--- config.mk ---
export PLATFORM = sky130hd
export DESIGN_NAME = irq_interval_timer
export DESIGN_NICKNAME = d
export VERILOG_FILES = /design/src/rtl/irqt_pkg.sv /design/src/rtl/irqt_regs.sv /design/src/rtl/irqt_prescale.sv /design/src/rtl/irqt_core.sv /design/src/rtl/irqt_flag.sv /design/src/rtl/irq_interval_timer.sv
export SDC_FILE = /design/constraint.sdc
export NUM_CORES = 1
export LEC_CHECK = 0
export ABC_AREA = 1
export BUFFER_PORTS_ARGS = -buffer_cell sky130_fd_sc_hd__buf_2
export CAP_MARGIN = 20
export CORE_ASPECT_RATIO = 0.75
export CORE_MARGIN = 5
export CORE_UTILIZATION = 55
export CTS_BUF_LIST = sky130_fd_sc_hd__clkbuf_8
export DETAILED_ROUTE_END_ITERATION = 10
export PLACE_DENSITY = 0.84
export REMOVE_ABC_BUFFERS = 1
export SLEW_MARGIN = 20
export SYNTH_ARGS = -nofsm -noshare
export SYNTH_HDL_FRONTEND = slang
export SYNTH_HIERARCHICAL = 1
export SYNTH_SLANG_ARGS = --single-unit
export TNS_END_PERCENT = 1
--- constraint.sdc ---
create_clock -name clk -period 4.2 [get_ports clk]
set_clock_uncertainty 0.2 [all_clocks]
set_input_delay 0.21 -clock clk [delete_from_list [all_inputs] [get_ports clk]]
set_output_delay 0.21 -clock clk [all_outputs]
set_load 0.005 [all_outputs]
--- src/rtl/irqt_pkg.sv ---
package irqt_pkg;

    typedef enum logic [1:0] {
        TS_IDLE = 2'd0,
        TS_ONCE = 2'd1,
        TS_LOOP = 2'd2
    } tmr_state_e;

    localparam int CTRL_REPEAT_BIT = 0;
    localparam int CTRL_ARM_BIT    = 1;
    localparam int ENA_BIT         = 0;

endpackage

--- src/rtl/irqt_regs.sv ---
module irqt_regs #(
    parameter int CW   = 16,
    parameter int DW   = 8,
    parameter int SELW = 2
) (
    input  logic            clk,
    input  logic            rst_n,
    input  logic            wr,
    input  logic [SELW-1:0] sel,
    input  logic [DW-1:0]   wdata,
    output logic [CW-1:0]   period,
    output logic            ena,
    output logic            ctrl_wr,
    output logic            ctrl_arm,
    output logic            ctrl_rep,
    output logic            flush
);
    import irqt_pkg::*;

    localparam int NB       = CW / DW;
    localparam int SEL_CTRL = NB;
    localparam int SEL_ENA  = NB + 1;

    logic [DW-1:0] byte_q [NB];
    logic          ena_q;
    logic          ena_wr;

    for (genvar b = 0; b < NB; b++) begin : g_pbyte
        always_ff @(posedge clk or negedge rst_n) begin
            if (!rst_n)
                byte_q[b] <= '0;
            else if (wr && sel == SELW'(b))
                byte_q[b] <= wdata;
        end
        assign period[b*DW +: DW] = byte_q[b];
    end

    always_comb begin
        ena_wr   = wr && (sel == SELW'(SEL_ENA));
        ctrl_wr  = wr && (sel == SELW'(SEL_CTRL)) && ena_q;
        ctrl_arm = wdata[CTRL_ARM_BIT];
        ctrl_rep = wdata[CTRL_REPEAT_BIT];
        flush    = ena_wr && !wdata[ENA_BIT];
    end

    always_ff @(posedge clk or negedge rst_n) begin
        if (!rst_n)
            ena_q <= 1'b0;
        else if (ena_wr)
            ena_q <= wdata[ENA_BIT];
    end

    assign ena = ena_q;

    // a control write is accepted only when the enable was already set
    a_r7_gate: assert property (@(posedge clk) disable iff (!rst_n)
        (wr && sel == SELW'(SEL_CTRL) && !ena_q) |-> !ctrl_wr);

endmodule

--- src/rtl/irqt_prescale.sv ---
module irqt_prescale #(
    parameter int DIV = 12
) (
    input  logic clk,
    input  logic rst_n,
    input  logic restart,
    output logic tick
);
    if (DIV <= 1) begin : g_pass
        assign tick = 1'b1;
    end else begin : g_div
        localparam int PW = $clog2(DIV);
        logic [PW-1:0] pre_q;

        always_ff @(posedge clk or negedge rst_n) begin
            if (!rst_n)
                pre_q <= '0;
            else if (restart || pre_q == PW'(DIV - 1))
                pre_q <= '0;
            else
                pre_q <= pre_q + 1'b1;
        end

        assign tick = (pre_q == PW'(DIV - 1));

        // ticks are never back to back when dividing
        a_r3_tick_spacing: assert property (@(posedge clk) disable iff (!rst_n)
            tick |=> !tick);
    end

endmodule

--- src/rtl/irqt_core.sv ---
module irqt_core #(
    parameter int CW = 16
) (
    input  logic          clk,
    input  logic          rst_n,
    input  logic          tick,
    input  logic          ctrl_wr,
    input  logic          ctrl_arm,
    input  logic          ctrl_rep,
    input  logic [CW-1:0] period,
    output logic          fire,
    output logic          armed
);
    import irqt_pkg::*;

    tmr_state_e    state_q, state_d;
    logic [CW-1:0] cnt_q, cnt_d, cnt_dec;
    logic          hit;

    // state register
    always_ff @(posedge clk or negedge rst_n) begin
        if (!rst_n) begin
            state_q <= TS_IDLE;
            cnt_q   <= '0;
        end else begin
            state_q <= state_d;
            cnt_q   <= cnt_d;
        end
    end

    // next state and counter
    always_comb begin
        cnt_dec = cnt_q - 1'b1;
        hit     = tick && (state_q != TS_IDLE) && (cnt_dec == '0) && !ctrl_wr;
        state_d = state_q;
        cnt_d   = cnt_q;
        if (ctrl_wr) begin
            if (!ctrl_arm) begin
                state_d = TS_IDLE;                    // DISARM
            end else begin
                state_d = ctrl_rep ? TS_LOOP : TS_ONCE; // ARM_LOOP / ARM_ONCE
                cnt_d   = period;
            end
        end else begin
            unique case (state_q)
                TS_IDLE: begin
                    state_d = TS_IDLE;
                end
                TS_ONCE: begin
                    if (tick) cnt_d = cnt_dec;
                    if (hit) state_d = TS_IDLE;       // EXPIRE_STOP
                end
                TS_LOOP: begin
                    if (tick) cnt_d = hit ? period : cnt_dec; // EXPIRE_RELOAD
                end
                default: state_d = TS_IDLE;
            endcase
        end
    end

    // outputs
    always_comb begin
        fire  = hit;
        armed = (state_q != TS_IDLE);
    end

    a_r2_arm_load: assert property (@(posedge clk) disable iff (!rst_n)
        (ctrl_wr && ctrl_arm) |=> (cnt_q == $past(period) && state_q != TS_IDLE));

    a_r6_disarm_idle: assert property (@(posedge clk) disable iff (!rst_n)
        (ctrl_wr && !ctrl_arm) |=> state_q == TS_IDLE);

    a_r4_once_stops: assert property (@(posedge clk) disable iff (!rst_n)
        (state_q == TS_ONCE && fire) |=> state_q == TS_IDLE);

    a_r5_reload: assert property (@(posedge clk) disable iff (!rst_n)
        (state_q == TS_LOOP && fire) |=> (state_q == TS_LOOP && cnt_q == $past(period)));

endmodule

--- src/rtl/irqt_flag.sv ---
module irqt_flag (
    input  logic clk,
    input  logic rst_n,
    input  logic set,
    input  logic hard_clr,
    input  logic rd_clr,
    output logic flag
);
    logic flag_q;

    always_ff @(posedge clk or negedge rst_n) begin
        if (!rst_n)
            flag_q <= 1'b0;
        else if (hard_clr)
            flag_q <= 1'b0;
        else if (set)
            flag_q <= 1'b1;
        else if (rd_clr)
            flag_q <= 1'b0;
    end

    assign flag = flag_q;

    a_r8_flush: assert property (@(posedge clk) disable iff (!rst_n)
        hard_clr |=> !flag_q);

    a_r9_read_clears: assert property (@(posedge clk) disable iff (!rst_n)
        (rd_clr && !set) |=> !flag_q);

    a_r11_set_wins: assert property (@(posedge clk) disable iff (!rst_n)
        (set && !hard_clr) |=> flag_q);

endmodule

--- src/rtl/irq_interval_timer.sv ---
module irq_interval_timer #(
    parameter int CW  = 16,
    parameter int DW  = 8,
    parameter int DIV = 12,
    localparam int SELW = $clog2(CW / DW + 2)
) (
    input  logic            clk,
    input  logic            rst_n,
    input  logic            bus_wr,
    input  logic [SELW-1:0] bus_sel,
    input  logic [DW-1:0]   bus_wdata,
    input  logic            stat_rd,
    output logic [DW-1:0]   status_out,
    output logic            irq
);
    logic [CW-1:0] period;
    logic          ena, ctrl_wr, ctrl_arm, ctrl_rep, flush;
    logic          tick, fire, armed, flag;

    irqt_regs #(.CW(CW), .DW(DW), .SELW(SELW)) u_regs (
        .clk(clk), .rst_n(rst_n), .wr(bus_wr), .sel(bus_sel), .wdata(bus_wdata),
        .period(period), .ena(ena), .ctrl_wr(ctrl_wr), .ctrl_arm(ctrl_arm),
        .ctrl_rep(ctrl_rep), .flush(flush)
    );

    irqt_prescale #(.DIV(DIV)) u_pre (
        .clk(clk), .rst_n(rst_n), .restart(ctrl_wr && ctrl_arm), .tick(tick)
    );

    irqt_core #(.CW(CW)) u_core (
        .clk(clk), .rst_n(rst_n), .tick(tick), .ctrl_wr(ctrl_wr),
        .ctrl_arm(ctrl_arm), .ctrl_rep(ctrl_rep), .period(period),
        .fire(fire), .armed(armed)
    );

    irqt_flag u_flag (
        .clk(clk), .rst_n(rst_n), .set(fire),
        .hard_clr(flush || (ctrl_wr && !ctrl_arm)),
        .rd_clr(stat_rd), .flag(flag)
    );

    assign status_out = {{(DW-1){1'b0}}, flag};
    assign irq        = flag;

    // while disabled and idle, a control write cannot arm the counter
    a_r7_no_arm: assert property (@(posedge clk) disable iff (!rst_n)
        (!ena && !armed && bus_wr && bus_sel == SELW'(CW / DW)) |=> !armed);

    // interrupt only comes from an expiry
    a_r1_no_spurious: assert property (@(posedge clk) disable iff (!rst_n)
        $rose(irq) |-> $past(fire));

endmodule

# Yosys cells after proc, flatten, opt, wreduce, memory -nomap -nowiden

Cells that the tools add are included.

Flip-flop bits (word level): 40
Bits of input ports: 14
Output and inout port bits: 9
Word-level logic and storage cells: 58

Add/subtract/negate cells: 2
Equality and inequality tests: 11
Muxes and demuxes: 15
Reductions and logical operators: 23

Operator list:

| kind                    | count |
|---|---|
| $mux W16                | 5 |
| $pmux W16 S2            | 1 |
| $logic_not A16 Y1       | 1 |
| $sub A16 B1 Y16 const B | 1 |
| $logic_and A1 B1 Y1     | 11 |
| $mux W2                 | 4 |
| $eq A2 B2 Y1 const B    | 3 |
| $ne A3 B2 Y1 const B    | 2 |
| $reduce_bool A3 Y1      | 2 |
| $add A4 B1 Y4 const B   | 1 |
| $eq A2 B1 Y1 const B    | 2 |
| $eq A4 B4 Y1 const B    | 1 |
| $mux W4                 | 1 |
| $ne A2 B2 Y1 const B    | 2 |
| $pmux W2 S2             | 1 |
| $reduce_and A4 Y1       | 1 |
| $logic_not A1 Y1        | 3 |
| $mux W1                 | 3 |
| $ne A3 B3 Y1 const B    | 1 |
| $logic_not A2 Y1        | 1 |
| $logic_or A1 B1 Y1      | 2 |
| $reduce_and A2 Y1       | 1 |
| $reduce_bool A2 Y1      | 1 |

# Depth between registers and ports, before layout

Gate-level depths: netlist of run 1.

Depth after elaboration: 9
Gate-level depth with buffers: 16
Gate-level depth less buffers: 15

# Hierarchy

The synthesis of run 1 kept the hierarchy.

By module, submodules not included:

| module             | times used | cells an instance | area an instance (um^2) | seq. area each (um^2) |
|---|---|---|---|---|
| irqt_core          | 1          | 261               | 1,776.7                 | 450.4 |
| irqt_regs          | 1          | 81                | 755.7                   | 425.4 |
| irqt_prescale      | 1          | 23                | 205.2                   | 100.1 |
| irq_interval_timer | 1          | 15                | 86.3                    | 0.0 |
| irqt_flag          | 1          | 5                 | 45.0                    | 25.0 |

# Worst setup path after synthesis of run 1

Ideal clock, no wire load.

Path type: flip-flop to flip-flop
Start point: register u_core.cnt_q[0]
End point: register u_core.cnt_q[14]
Library setup time: 0.115 ns
Arrival time: 1.915 ns
Required time: 3.885 ns
Slack: 1.970 ns
Stages on the path, launching flop included: 17
Buffers on the path: 1
Clock period less this slack: 2.230 ns
Cell sequence: dfrtp_1 > inv_2 > ha_1 > nand2_2 > nor2_4 > nand2_1 > nand2_1 > nand2_1 > nor2_4 > nand2_2 > nor2_4 > nand3_4 > nand2_4 > buf_12 > nand2_2 > nand3_2 > nand2_2

Cells in the longest elaborated chain, start to end: 8
Elaborated cells between the ends (all ways): 9
Those cells by class: add/sub (1); mux (5); reduce/logical (3)

Ends and longest elaborated chain:

| item                              | RTL line        | text |
|---|---|---|
| start: declaration                | irqt_core.sv:17 | `logic [CW-1:0] cnt_q, cnt_d, cnt_dec;` |
| start signal: assignment          | irqt_core.sv:27 | `cnt_q <= cnt_d;` |
| $sub A16 B1 Y16 (*)               | irqt_core.sv:33 | `cnt_dec = cnt_q - 1'b1;` |
| $logic_not A16 Y1                 | irqt_core.sv:34 | `hit = tick && (state_q != TS_IDLE) && (cnt_dec == '0) && !ctrl_wr;` |
| $logic_and A1 B1 Y1 (2 in series) | irqt_core.sv:34 |  |
| $mux W16 (2 in series)            | irqt_core.sv:54 | `if (tick) cnt_d = hit ? period : cnt_dec;` |
| $pmux W16 S2 (*)                  | irqt_core.sv:45 | `unique case (state_q)` |
| $mux W16 (*)                      | irqt_core.sv:37 | `if (ctrl_wr) begin` |

Every way passes the cells marked *; elsewhere a longest branch is shown, timed or not. The select of a mux whose other input is x is not followed.
A chain may end at the register's enable or synchronous reset.

# Worst setup path in the final report of run 1

Start point: register u_regs.ena_q (netlist: u_regs/ena)
End point: register u_core.cnt_q[6]

Cells in the longest elaborated chain, start to end: 7
Elaborated cells between the ends (all ways): 12
Those cells by class: eq/ne (3); mux (4); reduce/logical (5)

Ends and longest elaborated chain:

| item                     | RTL line                 | text |
|---|---|---|
| start: declaration       | irqt_regs.sv:25          | `logic ena_q;` |
| start signal: assignment | irqt_regs.sv:50          | `ena_q <= wdata[ENA_BIT];` |
| $logic_and A1 B1 Y1 (*)  | irqt_regs.sv:40          | `ctrl_wr = wr && (sel == SELW'(SEL_CTRL)) && ena_q;` |
| net ctrl_wr              | irq_interval_timer.sv:17 | `logic ena, ctrl_wr, ctrl_arm, ctrl_rep, flush;` |
| $logic_not A1 Y1         | irqt_core.sv:34          |  |
| $logic_and A1 B1 Y1      | irqt_core.sv:34          |  |
| $mux W16 (2 in series)   | irqt_core.sv:54          |  |
| $pmux W16 S2             | irqt_core.sv:45          |  |
| $mux W16                 | irqt_core.sv:37          |  |

Mark *: on every way through the listed nets, which the timed path passes. The rest lies on a longest branch. The select of a mux whose other input is x is not followed.

==> results of run 1 <==
worst paths after layout:
check                                 start              endpoint  slack, ns
min in group asynchronous             rst_n  u_pre/g_div.pre_q[0]       0.38
min reg2reg                u_regs/period[7]      u_regs/period[7]       0.27
max                              u_regs/ena       u_core/cnt_q[6]       1.16
min                              bus_sel[1]            u_regs/ena       0.02
max in group asynchronous             rst_n       u_core/cnt_q[1]       2.86
max reg2reg                      u_regs/ena       u_core/cnt_q[6]       1.16
state kept, by name, indices dropped and copies added, names as in the netlist:
register and count:
u_regs/ena 1, u_core/cnt_q 16, u_pre/g_div.pre_q 4, u_regs/period 16
u_flag/flag 1, u_core/state_q 2
cell usage after synthesis, types with 2 or more instances:
cell type | number | area (µm²)
nand4_1 | 11 | 68.8
nand3b_1 | 4 | 30.0
nand2_1 | 110 | 413
inv_2 | 6 | 22.5
a21oi_2 | 2 | 17.5
nor2_1 | 22 | 82.6
nor2_2 | 7 | 43.8
o21ai_1 | 6 | 30.0
nand3_2 | 22 | 220
nand3_4 | 2 | 35.0
buf_4 | 11 | 82.6
ha_1 | 3 | 37.5
dfrtp_1 | 40 | 1000
nand3_1 | 31 | 155
nor2_4 | 5 | 56.3
buf_6 | 4 | 45.0
buf_2 | 3 | 15.0
nand2_2 | 28 | 175
nand2_4 | 5 | 56.3
inv_1 | 56 | 210
per-stage QoR:
step	power [mW]	worst slack (ns)	cell area, µm²
6_report	1.82	1.16	3060
5_1_grt	2.01	0.900	3060
4_1_cts	1.83	1.19	3060
3_5_place_dp	1.58	1.02	2890
3_3_place_gp	1.53	1.23	2890
2_1_floorplan	1.39	1.74	2730
worst max-delay path: cells and delay by family, from the launching register on:
| family | cells | cell delay [ns] |
|---|---|---|
| buf+inv | 2 | 1.03 |
| simple gates | 5 | 1.12 |
| compound gates | 1 | 0.27 |
| flops | 1 | 0.35 |
power by group:
part | total [mW] | switching, mW | internal, mW
Combinational | 0.961 | 0.613 | 0.348
Sequential | 0.627 | 0.127 | 0.500
Clock | 0.232 | 0.121 | 0.110
placed cells by master (no fill, tap or decap):
cell	netlist	layout
nand2_1	110	110
nor3b_1	1	1
nand2_2	28	28
o211ai_1	1	1
ha_1	3	3
nor2_4	5	5
nand4_1	11	11
nand3_2	22	22
nand3_4	2	2
nand3b_1	4	4
o21ai_1	6	6
nor2_1	22	22
nand3_1	31	31
dlygate4sd3_1	0	9
inv_2	6	6
clkinv_2	0	1
clkinv_1	1	1
a21oi_2	2	2
inv_1	56	57
dfrtp_1	40	40
conb_1	1	7
nor2_2	7	7
nand2_4	5	5
o21ai_2	1	1
clkbuf_8	0	5
nor2_8	1	1
buf_2	3	15
cells by family (layout without fill, tap and decap cells):
family / Yosys count / in the layout
flip-flops: 40 / 40
AND/OR/NAND/NOR: 249 / 249
AO/OA/AOI/OAI: 10 / 10
adder cells (fa/ha/maj): 3 / 3
other: 1 / 7
buffers and inverters: 82 / 94
cell type report:
class | count | area share
Sequential cell | 40 | 0.327
Timing Repair Buffer | 24 | 0.0539
Inverter | 63 | 0.0772
Multi-Input combinational cell | 269 | 0.487
Tap cell | 72 | 0.0294
Clock inverter | 2 | 0.00286
Clock buffer | 5 | 0.0225
per-layer routing:
layer	vias up	global-route usage	routed length (µm)
li1	1206	-	-
met1	1092	0.272	2820
met3	8	0.0269	307
met4	0	0.0585	70
met2	53	0.296	2490
met5	-	0	0
==> flow_summary.yaml, run 1 <==
setup_path:
  crit_fanout: 20
  cp.arrival_ns: 3.07
  slowest_delay_ns: 0.57
  required_ns: 4.23
  cp_slowest_cell: "nor3b_1"
  reg2regPathDepth: 8
  crit_type: "reg -> reg"
  endpoint_kind: "flop"
  cp-start-kind: "flop"
  path_cells: "nand2_1, nor3b_1, inv_1, o211ai_1, nand2_2, inv_1, nand2_1, nand2_2"
global_route:
  grt_max_degree: 41
  antenna_found_initial: 0
  grt_pass1_wl_um: 10300
  track_usage: 0.189
  gr-total-overflow: 0
  grt_pass1_vias: 2302
logic_synthesis:
  yosys_warnings: 6
  synth-xor-area-share: 0
  synth_edf_count: 0
  synth.ff_latch_count: 40
  ys.flop_type: "dfrtp_1"
  synthCells: 385
  synth_top_family_by_area: "simple AND/OR/NAND/NOR gates"
  muxShareOfSynthArea: 0
  async_flop_share: 1.00
  yosys.area_share.simple: 0.475
  yosysUniqueCellTypes: 27
  avgSynthCellArea_um2: 7.45
  yosysSeqAreaShare: 0.349
  synth-compound-area-share: 0.0222
  syn-cell-area_um2: 2870
  synth_fa_ha_area_frac: 0.0131
clock_tree:
  cts_max_path_buffers: 2
  cts_root_buf: "clkbuf_8"
  cts-hold-fix-buffers: 9
  cts-resized-gates: 0
  h-tree-depth: 2
  numClockSinks: 40
  clkLatencyLatePin_ns: 0.29
  cts_buffers: 5
  cts_tree: "done"
  clk_pin_slew_ns: 0.07
  post_cts.repair.setup_buffers: 0
route:
  vias_per_cell: 4.97
  ant_nets: 0
  wl_um: 5690
  drc: 0
  num_vias: 2359
  avgRoutedWirePerCell_um: 12.0
  drtIter0Drc: 168
  dr.pass1.iters: 4
flow_run:
  drv_cap: 0
timing:
  holdWs_ns: 0.0229
  fmax_mhz: 329
  min_period_over_period: 0.724
  tightestPinTransition_ns: 0.864
  hold_viol: 0
  final.setup.tns_ns: 0
  slew_violations: 0
  rsz0062_at_grt: "no"
  period_minus_slack_ns: 3.04
  setup_viol: 0
  slew_headroom: 0.424
worst_hold_path:
  whs_path_depth: 3
  holdCritPathClass: "in -> reg"
floorplanning:
  initial_utilization: 0.576
  die-width_um: 93.4
  ioPinCount: 23
  die_h_um: 72.6
  dieArea_um2: 6780
  num_rows: 22
  core_um2: 4980
placement:
  gp_congestion: 0.838
  io_buffers: 15
  dp_cells: 459
  dp_hpwl_um: 4360
power_and_ir_drop:
  leakage_nw: 1.66
  power_per_cell_area_nw_per_um2: 594
  ir_drop_mv: 0.410
cells_and_area:
  drive_above_1_share: 0.248
  fillers: 426
  num_antenna_cells: 0
  seq_area_um2: 1000
  multi_input_area_um2: 1490
  fin_util: 0.615
  final_cells: 475
  layout.nets: 420
  area_delta_synth_final_pct: 6.72
run_status:
  status: "finished, final reports clean"
Power figures use the tool's default switching activity.
==> run 2, diff against run 1 <==
--- a/config.mk
+++ b/config.mk
@@ -13,7 +13,7 @@
 export CORE_UTILIZATION = 55
 export CTS_BUF_LIST = sky130_fd_sc_hd__clkbuf_8
 export DETAILED_ROUTE_END_ITERATION = 10
-export PLACE_DENSITY = 0.84
+export PLACE_DENSITY = 0.87
 export REMOVE_ABC_BUFFERS = 1
 export SLEW_MARGIN = 20
 export SYNTH_ARGS = -nofsm -noshare
==> constraint.sdc (replaced) <==
create_clock -name clk -period 2.7 [get_ports clk]
set_clock_uncertainty 0.2 [all_clocks]
set_input_delay 0.135 -clock clk [delete_from_list [all_inputs] [get_ports clk]]
set_output_delay 0.135 -clock clk [all_outputs]
set_load 0.005 [all_outputs]
==> run 2 against run 1 <==
Effect of this change: clock power increased by 140%; register-to-register slack got worse by 0.98 ns; sequential share of layout area decreased by 1.0 points; maximum frequency increased by 21%; combinational power increased by 56%; clock-buffer cell count unchanged; power increased by 68%; hold slack improved by 0.014 ns.
==> flow_summary.yaml, run 2 (synthesized netlist as in run 1, its figures left out) <==
cells_and_area:
  area_delta_synth_final_pct: 10.2
  most-common-layout-cells: "110 x nand2_1, 56 x inv_1, 40 x dfrtp_1"
  num_antenna_cells: 0
  fin_area_um2: 3160
  layout.nets: 426
  final_cells: 481
  drive_above_1_share: 0.257
  fin_util: 0.635
  final_common_cell: "nand2_1"
  fillers: 419
route:
  wl_um: 6070
  ant_nets: 0
  avgRoutedWirePerCell_um: 12.6
  vias_per_cell: 4.96
  drc: 0
  dr.pass1.iters: 4
  num_vias: 2386
  drtIter0Drc: 150
placement:
  dp_cells: 463
  placed_area_um2: 2920
  dp_slack_ns: 0.215
  dp_hpwl_um: 4400
  gp_congestion: 0.890
  io_buffers: 15
global_route:
  grt_max_degree: 41
  track_usage: 0.195
  gr-total-overflow: 0
  grt_pass1_wl_um: 10400
  grt_pass1_vias: 2212
  antenna_found_initial: 0
power_and_ir_drop:
  power_per_cell_area_nw_per_um2: 966
  leakage_nw: 1.70
  power_mw: 3.06
  ir_drop_mv: 0.428
setup_path:
  reg2reg_from: "u_core/cnt_q[0]"
  required_ns: 2.68
  endpoint_kind: "flop"
  r2r_end: "u_core/cnt_q[10]"
  cp.arrival_ns: 2.50
  crit_buf_inv: 1
  crit_top_cell: "nand2_1"
  path_delay_family: "simple AND/OR/NAND/NOR gates"
  slowest_delay_ns: 0.44
  crit_fanout: 16
  crit_start: "u_core/cnt_q[0]"
  path_cells: "inv_2, ha_1, nand2_2, nor2_4, nand2_1, nand2_1, nand2_1, nor2_4, nand2_2, nor2_4, nand3_4, nand2_4, nand2_1, nand3_1, nand2_1"
  crit_type: "reg -> reg"
  cp_slowest_cell: "dfrtp_1"
  r2r_slack_ns: 0.18
  reg2regPathDepth: 15
  cp-start-kind: "flop"
timing:
  rsz0062_at_grt: "no"
  holdWs_ns: 0.0372
  finalWorstSetupSlack_ns: 0.184
  final.setup.tns_ns: 0
  slew_headroom: 0.427
  min_period_over_period: 0.932
  period_minus_slack_ns: 2.52
  fmax_mhz: 397
  tightestPinTransition_ns: 0.859
  setup_viol: 0
  hold_viol: 0
  slew_violations: 0
clock_tree:
  cts_tree: "done"
  cts-resized-gates: 0
  cts_max_path_buffers: 2
  clkLatencyLatePin_ns: 0.29
  clk_pin_slew_ns: 0.08
  cts_buffers: 5
  cts_root_buf: "clkbuf_8"
  numClockSinks: 40
  h-tree-depth: 2
worst_hold_path:
  hold_start: "bus_sel[0]"
  whs_endpoint: "u_regs/ena"
  whs_path_depth: 3
  holdCritPathClass: "in -> reg"
floorplanning:
  initial_utilization: 0.576
  num_rows: 22
  dieArea_um2: 6780
  die-width_um: 93.4
  ioPinCount: 23
  core_um2: 4980
  die_h_um: 72.6
flow_run:
  drv_cap: 0
run_status:
  status: "finished, final reports clean"
==> run 2: changes by cell type in the layout (fill, tap and decap cells not counted), sizes merged <==
cell / previous run / this run
bufinv: 0 / 2
dlygate4sd3: 9 / 11
buf: 15 / 19
clkinv: 2 / 1
inv: 63 / 62
==> run 2: cell type report <==
type | count | area [µm²] | area share
clock buffer | 5 | 68.8 | 0.0218
inverter | 63 | 236 | 0.0748
timing repair buffer | 30 | 215 | 0.0680
clock inverter | 2 | 60.1 | 0.0190
sequential | 40 | 1000 | 0.316
multi-input combinational | 269 | 1490 | 0.472
tap | 72 | 90.1 | 0.0285
==> run 2: routing by layer <==
layer  share of wire  GRT usage  vias up
met2            0.47      0.316       61
met5               0          0        -
met4          0.0035     0.0358        0
li1                -          -     1215
met3           0.055     0.0404        2
met1            0.47      0.272     1108
==> run 2: tightest hold or removal path, cell delays in order <==
cell and delay (ns):
buf_2 0.19, nand4_1 0.12, nand2_1 0.05
==> run 2: repair_timing <==
item,CTS,global route
hold endpoints to repair,60,0
hold buffers,11,0
buffers inserted,0,0
==> run 2: how the worst max path moves through the flow <==
stage / to / slack [ns] / cells past startpoint
global placement: u_core/cnt_q[10] / 0.33 / 15
global route: u_core/cnt_q[8] / 0.006 / 15
CTS: u_core/cnt_q[10] / 0.20 / 15
finish: u_core/cnt_q[10] / 0.18 / 15
floorplan: u_core/cnt_q[0] / 0.24 / 8
detailed placement: u_core/cnt_q[10] / 0.22 / 15
==> run 2: where the power goes <==
group          switching (mW)  internal, mW  leakage [nW]  total (mW)
logic                   0.955         0.549          1.13        1.50
clock network           0.202         0.364        0.0642       0.566
registers               0.209         0.777         0.510       0.986
